<file path="config.mk">
export PLATFORM = sky130hd
export DESIGN_NAME = snd_soft_mute
export DESIGN_NICKNAME = d
export VERILOG_FILES = /design/src/rtl/snd_mute_pkg.sv /design/src/rtl/snd_mute_pacer.sv /design/src/rtl/snd_mute_ramp_fsm.sv /design/src/rtl/snd_mute_scaler.sv /design/src/rtl/snd_zero_watch.sv /design/src/rtl/snd_soft_mute.sv
export SDC_FILE = /design/constraint.sdc
export NUM_CORES = 1
export LEC_CHECK = 0
export BUFFER_PORTS_ARGS = -buffer_cell sky130_fd_sc_hd__buf_2
export CORE_MARGIN = 2
export CORE_UTILIZATION = 50
export DETAILED_ROUTE_END_ITERATION = 8
export PLACE_DENSITY = 0.73
export SKIP_LAST_GASP = 1
export SYNTH_ARGS = -nofsm -noshare
export SYNTH_HDL_FRONTEND = slang
export SYNTH_HIERARCHICAL = 1
export SYNTH_SLANG_ARGS = --single-unit
</file>
<file path="constraint.sdc">
create_clock -name clk -period 6 [get_ports clk]
set_input_delay 1.2 -clock clk [delete_from_list [all_inputs] [get_ports clk]]
set_output_delay 1.2 -clock clk [all_outputs]
set_load 0.03 [all_outputs]
</file>
<file path="src/rtl/snd_mute_pkg.sv">
package snd_mute_pkg;

    typedef enum logic [1:0] {
        ST_UNITY  = 2'b00,
        ST_FALL   = 2'b01,
        ST_SILENT = 2'b10,
        ST_RISE   = 2'b11
    } ramp_state_t;

    typedef enum logic [1:0] {
        SPD_BASE   = 2'b00,
        SPD_DOUBLE = 2'b01,
        SPD_QUAD   = 2'b10,
        SPD_QUAD_B = 2'b11
    } speed_t;

    localparam int unsigned NUM_CH = 2;

endpackage

</file>
<file path="src/rtl/snd_mute_pacer.sv">
module snd_mute_pacer
    import snd_mute_pkg::*;
(
    input  logic       clk,
    input  logic       rst_n,
    input  logic       frame_stb,
    input  logic [1:0] speed_mode,
    output logic       step
);

    logic [1:0] phase_q;
    logic       hit;

    always_ff @(posedge clk or negedge rst_n) begin
        if (!rst_n) begin
            phase_q <= 2'd0;
        end else if (frame_stb) begin
            phase_q <= phase_q + 2'd1;
        end
    end

    always_comb begin
        unique case (speed_t'(speed_mode))
            SPD_BASE:   hit = 1'b1;
            SPD_DOUBLE: hit = phase_q[0];
            SPD_QUAD,
            SPD_QUAD_B: hit = &phase_q;
            default:    hit = 1'b1;
        endcase
    end

    assign step = frame_stb && hit;

endmodule

</file>
<file path="src/rtl/snd_mute_ramp_fsm.sv">
module snd_mute_ramp_fsm
    import snd_mute_pkg::*;
#(
    parameter int unsigned GAIN_W = 10,
    localparam int unsigned G_W   = GAIN_W + 1
) (
    input  logic           clk,
    input  logic           rst_n,
    input  logic           frame_stb,
    input  logic           step,
    input  logic           mute_req,
    output logic [G_W-1:0] gain,
    output ramp_state_t    state
);

    localparam logic [G_W-1:0] G_FULL = G_W'(1) << GAIN_W;
    localparam logic [G_W-1:0] G_ZERO = '0;

    ramp_state_t    state_q, state_d;
    logic [G_W-1:0] gain_q, gain_d;

    // state register
    always_ff @(posedge clk or negedge rst_n) begin
        if (!rst_n) begin
            state_q <= ST_UNITY;
        end else begin
            state_q <= state_d;
        end
    end

    // output register: the gain coefficient
    always_ff @(posedge clk or negedge rst_n) begin
        if (!rst_n) begin
            gain_q <= G_FULL;
        end else begin
            gain_q <= gain_d;
        end
    end

    // next gain: one step toward the target picked by the request
    always_comb begin
        gain_d = gain_q;
        if (step) begin
            if (mute_req && gain_q != G_ZERO) begin
                gain_d = gain_q - G_W'(1);
            end else if (!mute_req && gain_q != G_FULL) begin
                gain_d = gain_q + G_W'(1);
            end
        end
    end

    // next state: evaluated once per frame
    always_comb begin
        state_d = state_q;
        if (frame_stb) begin
            unique case (state_q)
                ST_UNITY: begin
                    if (mute_req) state_d = ST_FALL;
                end
                ST_FALL: begin
                    if (!mute_req)              state_d = ST_RISE;
                    else if (gain_d == G_ZERO)  state_d = ST_SILENT;
                end
                ST_SILENT: begin
                    if (!mute_req) state_d = ST_RISE;
                end
                ST_RISE: begin
                    if (mute_req)               state_d = ST_FALL;
                    else if (gain_d == G_FULL)  state_d = ST_UNITY;
                end
                default: state_d = ST_UNITY;
            endcase
        end
    end

    assign gain  = gain_q;
    assign state = state_q;

endmodule

</file>
<file path="src/rtl/snd_mute_scaler.sv">
module snd_mute_scaler #(
    parameter int unsigned DATA_W = 24,
    parameter int unsigned GAIN_W = 10,
    localparam int unsigned G_W    = GAIN_W + 1,
    localparam int unsigned PROD_W = DATA_W + GAIN_W + 2
) (
    input  logic              clk,
    input  logic              rst_n,
    input  logic              frame_stb,
    input  logic [DATA_W-1:0] smp,
    input  logic [G_W-1:0]    gain,
    output logic [DATA_W-1:0] smp_out
);

    localparam logic signed [PROD_W-1:0] TRUNC_BIAS = PROD_W'((64'd1 << GAIN_W) - 64'd1);

    logic signed [PROD_W-1:0] prod;
    logic signed [PROD_W-1:0] biased;
    logic                     unused_bits;

    always_comb begin
        prod   = $signed(smp) * $signed({1'b0, gain});
        // bias negative products so the shift rounds toward zero
        biased = prod[PROD_W-1] ? prod + TRUNC_BIAS : prod;
    end

    assign unused_bits = ^{biased[PROD_W-1:GAIN_W+DATA_W], biased[GAIN_W-1:0]};

    always_ff @(posedge clk or negedge rst_n) begin
        if (!rst_n) begin
            smp_out <= '0;
        end else if (frame_stb) begin
            smp_out <= biased[GAIN_W +: DATA_W];
        end
    end

endmodule

</file>
<file path="src/rtl/snd_zero_watch.sv">
module snd_zero_watch
    import snd_mute_pkg::*;
#(
    parameter int unsigned DATA_W   = 24,
    parameter int unsigned ZERO_RUN = 8192,
    localparam int unsigned CNT_W   = $clog2(ZERO_RUN + 1)
) (
    input  logic              clk,
    input  logic              rst_n,
    input  logic              frame_stb,
    input  logic [DATA_W-1:0] smp_a,
    input  logic [DATA_W-1:0] smp_b,
    output logic              zero_flag
);

    localparam logic [CNT_W-1:0] RUN_END  = CNT_W'(ZERO_RUN);
    localparam logic [CNT_W-1:0] RUN_LAST = CNT_W'(ZERO_RUN - 1);

    logic [CNT_W-1:0] run_q;
    logic             both_zero;

    assign both_zero = (smp_a == '0) && (smp_b == '0);

    always_ff @(posedge clk or negedge rst_n) begin
        if (!rst_n) begin
            run_q     <= '0;
            zero_flag <= 1'b0;
        end else if (frame_stb) begin
            if (!both_zero) begin
                run_q     <= '0;
                zero_flag <= 1'b0;
            end else begin
                if (run_q != RUN_END) begin
                    run_q <= run_q + CNT_W'(1);
                end
                zero_flag <= (run_q >= RUN_LAST);
            end
        end
    end

endmodule

</file>
<file path="src/rtl/snd_soft_mute.sv">
module snd_soft_mute
    import snd_mute_pkg::*;
#(
    parameter int unsigned DATA_W   = 24,
    parameter int unsigned GAIN_W   = 10,
    parameter int unsigned ZERO_RUN = 8192
) (
    input  logic              clk,
    input  logic              rst_n,
    input  logic              frame_stb,
    input  logic [1:0]        speed_mode,
    input  logic              mute_req,
    input  logic [DATA_W-1:0] smp_l,
    input  logic [DATA_W-1:0] smp_r,
    output logic [DATA_W-1:0] out_l,
    output logic [DATA_W-1:0] out_r,
    output logic              zero_flag
);

    localparam int unsigned G_W = GAIN_W + 1;

    logic                step_tick;
    logic [G_W-1:0]      gain_q;
    ramp_state_t         ramp_state;
    logic [DATA_W-1:0]   ch_in  [NUM_CH];
    logic [DATA_W-1:0]   ch_out [NUM_CH];

    assign ch_in[0] = smp_l;
    assign ch_in[1] = smp_r;

    snd_mute_pacer u_pacer (
        .clk        (clk),
        .rst_n      (rst_n),
        .frame_stb  (frame_stb),
        .speed_mode (speed_mode),
        .step       (step_tick)
    );

    snd_mute_ramp_fsm #(.GAIN_W(GAIN_W)) u_ramp (
        .clk       (clk),
        .rst_n     (rst_n),
        .frame_stb (frame_stb),
        .step      (step_tick),
        .mute_req  (mute_req),
        .gain      (gain_q),
        .state     (ramp_state)
    );

    for (genvar ch = 0; ch < NUM_CH; ch++) begin : g_chan
        snd_mute_scaler #(.DATA_W(DATA_W), .GAIN_W(GAIN_W)) u_scale (
            .clk       (clk),
            .rst_n     (rst_n),
            .frame_stb (frame_stb),
            .smp       (ch_in[ch]),
            .gain      (gain_q),
            .smp_out   (ch_out[ch])
        );
    end

    snd_zero_watch #(.DATA_W(DATA_W), .ZERO_RUN(ZERO_RUN)) u_zero (
        .clk       (clk),
        .rst_n     (rst_n),
        .frame_stb (frame_stb),
        .smp_a     (smp_l),
        .smp_b     (smp_r),
        .zero_flag (zero_flag)
    );

    assign out_l = ch_out[0];
    assign out_r = ch_out[1];

endmodule

</file>
==> flow_metrics.tcl, run 1 <==
set metrics [dict create \
    fin_crit_sh 1.077 \
    fin_nets 4097 \
    r2r_end "g_chan[1].u_scale/smp_out[16]$_DFFE_PN0P_" \
    die_h_um 225.1 \
    drv_slew 0 \
    clockBufferDepth 2 \
    clock-sinks 76 \
    cts_tree "yes" \
    critPathLaunch "smp_r[7]" \
    most-common-layout-cells "601 x inv_1, 485 x buf_4, 426 x fa_1" \
    place.gp.congestion 0.9102 \
    cap_violations 0 \
    num_rows 81 \
    grt_max_degree 56 \
    worst_hold_startpoint "u_zero/zero_flag$_DFFE_PN0P_" \
    r2r_slack_ns -0.30 \
    setup_ws_ns -0.4631 \
    critPathCaptureType "flip-flop" \
    violations "setup timing" \
    period_minus_slack_ns 6.463 \
    antenna_found_initial 4 \
    setup_violations 48 \
    cts_buffers 9 \
    core-area_mm2 0.04865 \
    area_delta_synth_final_pct 29.95 \
    pre_cts_ws_ns -1.140 \
    ios 103 \
    syn-instance-count 2917 \
    hold_slack_ns 0.4948 \
    io_buffer_count 102 \
    h-tree-depth 3 \
    postCtsHoldBufs 0 \
    required_ns 6.32 \
    drt-pass1-iter-count 6 \
    cp_max_fo 6 \
    vias 22120 \
    die-area_mm2 0.05067 \
    grt_pass1_vias 24083 \
    initial_core_util 0.5025 \
    avgSynthCellArea_um2 8.380 \
    drc 0 \
    yosysWarnings 6 \
    clock.fmax_mhz 154.7 \
    grt_util_all_layers 0.2763 \
    hpwlAfterDp_mm 54.92 \
    slew_headroom 0.2325 \
    worstMarginPinSlew_ns 1.147 \
    grt_first_pass_wirelength_mm 113.4 \
    drt-total-wl_mm 69.23 \
    finalHoldViolCount 0 \
    syn-num-nets 3598 \
    status "finished, violations left" \
    vias_per_cell 5.467 \
    wl_per_cell_um 17.11 \
    drive_above_1_share 0.3055 \
    criticalPathCategory "in -> reg" \
    crit_path_start_kind "input port" \
    setup.worst_path.end "g_chan[1].u_scale/smp_out[21]$_DFFE_PN0P_" \
    die_w_um 225.1 \
    reg2reg_depth 23 \
    hold_class "reg -> reg" \
    mostFrequentLayoutCell "inv_1" \
    syn_area_mm2 0.02444 \
    grt-ovfl-total 0 \
    rsz0062_at_grt "yes" \
    timing.rr.start "u_ramp/gain[3]$_DFF_PN0_" \
    clock_latency_ns 0.38 \
    cp.arrival_ns 6.78 \
    clock_skew_ns 0.02013 \
    clk_pin_slew_ns 0.08 \
    first_iter_violations 1415 \
    root_buffer "clkbuf_16" \
    postRouteAntennaNets 0 \
]
[worst min path at each step]
| stage | depth (start not counted) | endpoint |
|---|---|---|
| 2_1_floorplan | 1 | u_pacer/phase_q[0]$_DFFE_PN0P_ |
| 3_3_place_gp | 2 | u_zero/zero_flag$_DFFE_PN0P_ |
| 3_5_place_dp | 2 | u_zero/zero_flag$_DFFE_PN0P_ |
| 4_1_cts | 2 | u_zero/zero_flag$_DFFE_PN0P_ |
| 5_1_grt | 1 | g_chan[0].u_scale/smp_out[1]$_DFFE_PN0P_ |
| 6_report | 2 | u_zero/zero_flag$_DFFE_PN0P_ |
[stage by stage]
stage | utilization | area [µm²] | std cells | setup TNS, ns
global placement | 0.5978 | 29080 | 3967 | -38.14
global route | 0.6530 | 31770 | 4046 | -24.15
detailed placement | 0.5978 | 29080 | 3967 | -42.98
finish | 0.6530 | 31770 | 4046 | -15.15
floorplan | - | 25080 | 2917 | -19.31
CTS | 0.6310 | 30700 | 4021 | -13.13
[layout make-up]
cell class / count / area (µm²)
Inverter: 635 / 2384
Timing Repair Buffer: 629 / 5007
Sequential cell: 76 / 1913
Tap cell: 622 / 778.2
Multi-Input combinational cell: 2065 / 21360
Antenna cell: 3 / 7.507
Fill cell: 3786 / 16880
Clock buffer: 9 / 225.2
Clock inverter: 7 / 90.09
[worst max-delay path, stage by stage]
cell and delay [ns]:
buf_8 0.09, buf_6 0.11, nand2_4 0.04, fa_1 0.51, inv_2 0.04, fa_1 0.51
fa_1 0.52, fa_1 0.55, inv_2 0.05, fa_1 0.53, inv_2 0.05, ha_4 0.21
or2_4 0.24, a21o_1 0.19, and3_1 0.15, a221o_1 0.32, nor3b_2 0.22, and3_1 0.19
nand4_1 0.20, buf_6 0.21, buf_6 0.11, or4_4 0.42, nand3_2 0.07
[registers in the layout (all words and copies together) (netlist names)]
| name | cells |
|---|---|
| u_zero/run_q | 14 |
| u_ramp/gain | 11 |
| g_chan.u_scale/smp_out | 48 |
| u_pacer/phase_q | 2 |
| u_zero/zero_flag | 1 |
[repair_timing]
action,CTS,global route
endpoints found under the setup margin,48,48
pin swaps,161,149
resized for setup,231,220
gates cloned,2,0
buffers inserted,37,25
[routing by layer]
metal | global-route usage | vias to the layer above | share of wire
met1 | 0.3043 | 11105 | 0.37
met4 | 0.1171 | 0 | 0.041
li1 | - | 10065 | -
met2 | 0.5361 | 721 | 0.55
met5 | 0 | - | 0
met3 | 0.02725 | 229 | 0.042
Power of run 1 is left out: the tool's default activity adds up to more than one toggle a clock period on the data nets, which glitch-free logic cannot reach.
==> inputs of run 2 (changes only) <==
Settings changed: CELL_PAD_IN_SITES_DETAIL_PLACEMENT set to 1, CELL_PAD_IN_SITES_GLOBAL_PLACEMENT set to 1, CORE_UTILIZATION 50 to 45, PLACE_DENSITY 0.73 to 0.84.
==> run 2 against run 1 <==
The flow now stops in 5_1_grt. Area after synthesis stayed put. Synthesized cell count stayed put.
==> flow_metrics.tcl, run 2 <==
set metrics [dict create \
    antenna_found_initial 22 \
    endpoint_type "register data pin" \
    num_rows 85 \
    die_w_um 237.1 \
    place.gp.congestion 0.9325 \
    tool.error "[ERROR GRT-0232] Routing congestion too high. Check the congestion heatmap in the GUI." \
    grt-ovfl-total 3 \
    clockBufferDepth 2 \
    dp_cells 4058 \
    crit_endpoint "g_chan[1].u_scale/smp_out[10]$_DFFE_PN0P_/D" \
    root_buffer "clkbuf_16" \
    yosysWarnings 6 \
    initial_core_util 0.4542 \
    ios 103 \
    h-tree-depth 3 \
    status "did not finish" \
    grt_max_degree 52 \
    postCtsHoldBufs 0 \
    avgSynthCellArea_um2 8.380 \
    die_h_um 237.1 \
    hpwlAfterDp_mm 76.21 \
    cts_buffers 9 \
    syn-num-nets 3598 \
    syn_area_mm2 0.02444 \
    stop_stage "5_1_grt" \
    grt_util_all_layers 0.5680 \
    syn-instance-count 2917 \
    io_buffer_count 102 \
]
[run 2: per-layer routing]
layer,global-route usage,GRT overflow
met4,0.5937,2
met5,0.1048,0
met2,0.8078,1
met3,0.3401,0
met1,0.5426,0
[run 2: repair_timing]
item | 4_1_cts
gates resized for setup | 239
pin swaps | 135
buffers inserted | 40
endpoints found under the setup margin | 48
[run 2: metrics by stage]
| stage | setup WS [ns] | setup TNS [ns] | hold WS (ns) | cell area (µm²) |
|---|---|---|---|---|
| after CTS | -0.7391 | -21.64 | 0.4893 | 31110 |
| after detailed placement | -1.317 | -53.02 | 0.4725 | 29380 |
| after global placement | -1.035 | -38.19 | 0.4721 | 29380 |
| after floorplan | -0.8487 | -19.31 | 0.4695 | 25080 |
==> inputs of run 3 (changes only) <==
Settings changed: CELL_PAD_IN_SITES_DETAIL_PLACEMENT 1 to unset, CELL_PAD_IN_SITES_GLOBAL_PLACEMENT 1 to unset, CORE_UTILIZATION 45 to 35, PLACE_DENSITY 0.84 to unset, PLACE_DENSITY_LB_ADDON set to 0.15.
Clock period 6 ns to 7.8 ns, I/O delays scaled along.
==> run 3 against run 2 <==
The run now ends clean.
==> flow_metrics.tcl, run 3 (synthesis results as in run 1) <==
set metrics [dict create \
    h-tree-depth 3 \
    drt-total-wl_mm 65.95 \
    postRouteAntennaNets 0 \
    grt_max_degree 54 \
    timing.rr.start "u_ramp/gain[3]$_DFF_PN0_" \
    slew_headroom 0.2216 \
    cp_slowest_cell "fa_1" \
    die_h_um 268.3 \
    cts_buffers 9 \
    core-area_mm2 0.06883 \
    drv_slew 0 \
    hold_path_depth 2 \
    grt_first_pass_wirelength_mm 111.8 \
    most-common-layout-cells "633 x inv_1, 466 x fa_1, 463 x nand2_1" \
    root_buffer "clkbuf_16" \
    cap_violations 0 \
    mostFrequentLayoutCell "inv_1" \
    grt-ovfl-total 0 \
    clock_latency_ns 0.37 \
    cp_max_fo 12 \
    place.gp.congestion 0.8506 \
    wl_per_cell_um 16.98 \
    clockBufferDepth 2 \
    r2r_end "g_chan[0].u_scale/smp_out[13]$_DFFE_PN0P_" \
    grt_util_all_layers 0.1947 \
    postCtsHoldBufs 0 \
    crit_chain "buf_2 > and2_1 > fa_1 > fa_1 > fa_1 > fa_1 > inv_1 > fa_1 > inv_1 > ha_1 > buf_4 > a21oi_1 > o21ai_1 > a21o_1 > o21ai_1 > a21boi_0 > nor4_1 > and4_4 > nand3_2 > o31a_1 > o31ai_1" \
    antenna_found_initial 1 \
    hpwlAfterDp_mm 53.79 \
    area_delta_synth_final_pct 7.422 \
    clk_pin_slew_ns 0.07 \
    cp.arrival_ns 7.70 \
    required_ns 8.05 \
    clock-sinks 76 \
    drive_above_1_share 0.07924 \
    crit_path_start_kind "input port" \
    die_w_um 268.3 \
    initial_core_util 0.3552 \
    cts_setup_buffers 0 \
    io_buffer_count 102 \
    critPathCaptureType "flip-flop" \
    cts_tree "yes" \
    clock.fmax_mhz 134.4 \
    first_iter_violations 1222 \
    crit_top_cell "fa_1" \
    fin_nets 3629 \
    post_cts_resized 0 \
    pre_cts_ws_ns 0.07230 \
    fin_tns_setup_ns 0 \
    clock_skew_ns 0.01842 \
    period_minus_slack_ns 7.442 \
    hold_class "reg -> reg" \
    grt_pass1_vias 21706 \
    reg2reg_depth 21 \
    vias 19576 \
    fin_crit_sh 0.9541 \
    drc 0 \
    status "finished, final reports clean" \
    largest_reg_flops 48 \
    rsz0062_at_grt "no" \
    finalHoldViolCount 0 \
    ios 103 \
    hold_end "g_chan[1].u_scale/smp_out[18]$_DFFE_PN0P_" \
    drt-pass1-iter-count 6 \
    vias_per_cell 5.039 \
    setup_violations 0 \
    worstMarginPinSlew_ns 1.168 \
    r2r_slack_ns 0.60 \
    largest_register "g_chan.u_scale/smp_out" \
    cpPeakStageDelay_ns 0.60 \
    worst_hold_startpoint "g_chan[1].u_scale/smp_out[18]$_DFFE_PN0P_" \
    setup_ws_ns 0.3582 \
    num_rows 96 \
    die-area_mm2 0.07197 \
    criticalPathCategory "in -> reg" \
]
[run 3: how the worst max path moves through the flow]
stage / cells after the start / start / slack, ns / endpoint
after floorplan: 21 / smp_l[7] / 0.39 / g_chan[0].u_scale/smp_out[21]$_DFFE_PN0P_
after global placement: 21 / smp_l[5] / 0.08 / g_chan[0].u_scale/smp_out[22]$_DFFE_PN0P_
after detailed placement: 21 / smp_l[5] / 0.07 / g_chan[0].u_scale/smp_out[22]$_DFFE_PN0P_
after CTS: 21 / smp_l[9] / 0.43 / g_chan[0].u_scale/smp_out[23]$_DFFE_PN0P_
after global routing: 22 / smp_l[8] / 0.07 / g_chan[0].u_scale/smp_out[21]$_DFFE_PN0P_
final: 21 / smp_l[5] / 0.36 / g_chan[0].u_scale/smp_out[23]$_DFFE_PN0P_
[run 3: metrics by stage]
step / utilization / instance area, µm² / hold WS, ns / cells
2_1_floorplan: - / 24440 / 0.4695 / 2917
5_1_grt: 0.3815 / 26260 / 0.5121 / 3884
4_1_cts: 0.3815 / 26260 / 0.4973 / 3884
3_5_place_dp: 0.3765 / 25910 / 0.4798 / 3868
3_3_place_gp: 0.3765 / 25910 / 0.4821 / 3868
6_report: 0.3815 / 26260 / 0.4887 / 3885
[run 3: routing by layer]
metal / vias to the layer above / global-route usage / part of all wire
met5: - / 0 / 0.00014
met4: 2 / 0.04122 / 0.017
met3: 63 / 0.02108 / 0.050
met2: 462 / 0.3328 / 0.47
met1: 9929 / 0.2661 / 0.46
li1: 9120 / - / -
[run 3: worst max-delay path, delay by kind of cell]
kind,cells,cell delay (ns)
buf+inv,4,0.45
simple gates,4,1.05
fa+ha+maj,6,2.95
compound gates,7,1.68
[run 3: cell type report]
type	instances	area [µm²]
inverters	635	2384
diodes	1	2.502
clock buffers	9	225.2
fillers	7121	42570
repair buffers	162	978.4
well taps	931	1165
clock inverters	7	121.4
multi-input cells	2064	19470
flip-flops and latches	76	1913
Power of run 3 is left out for the same reason.
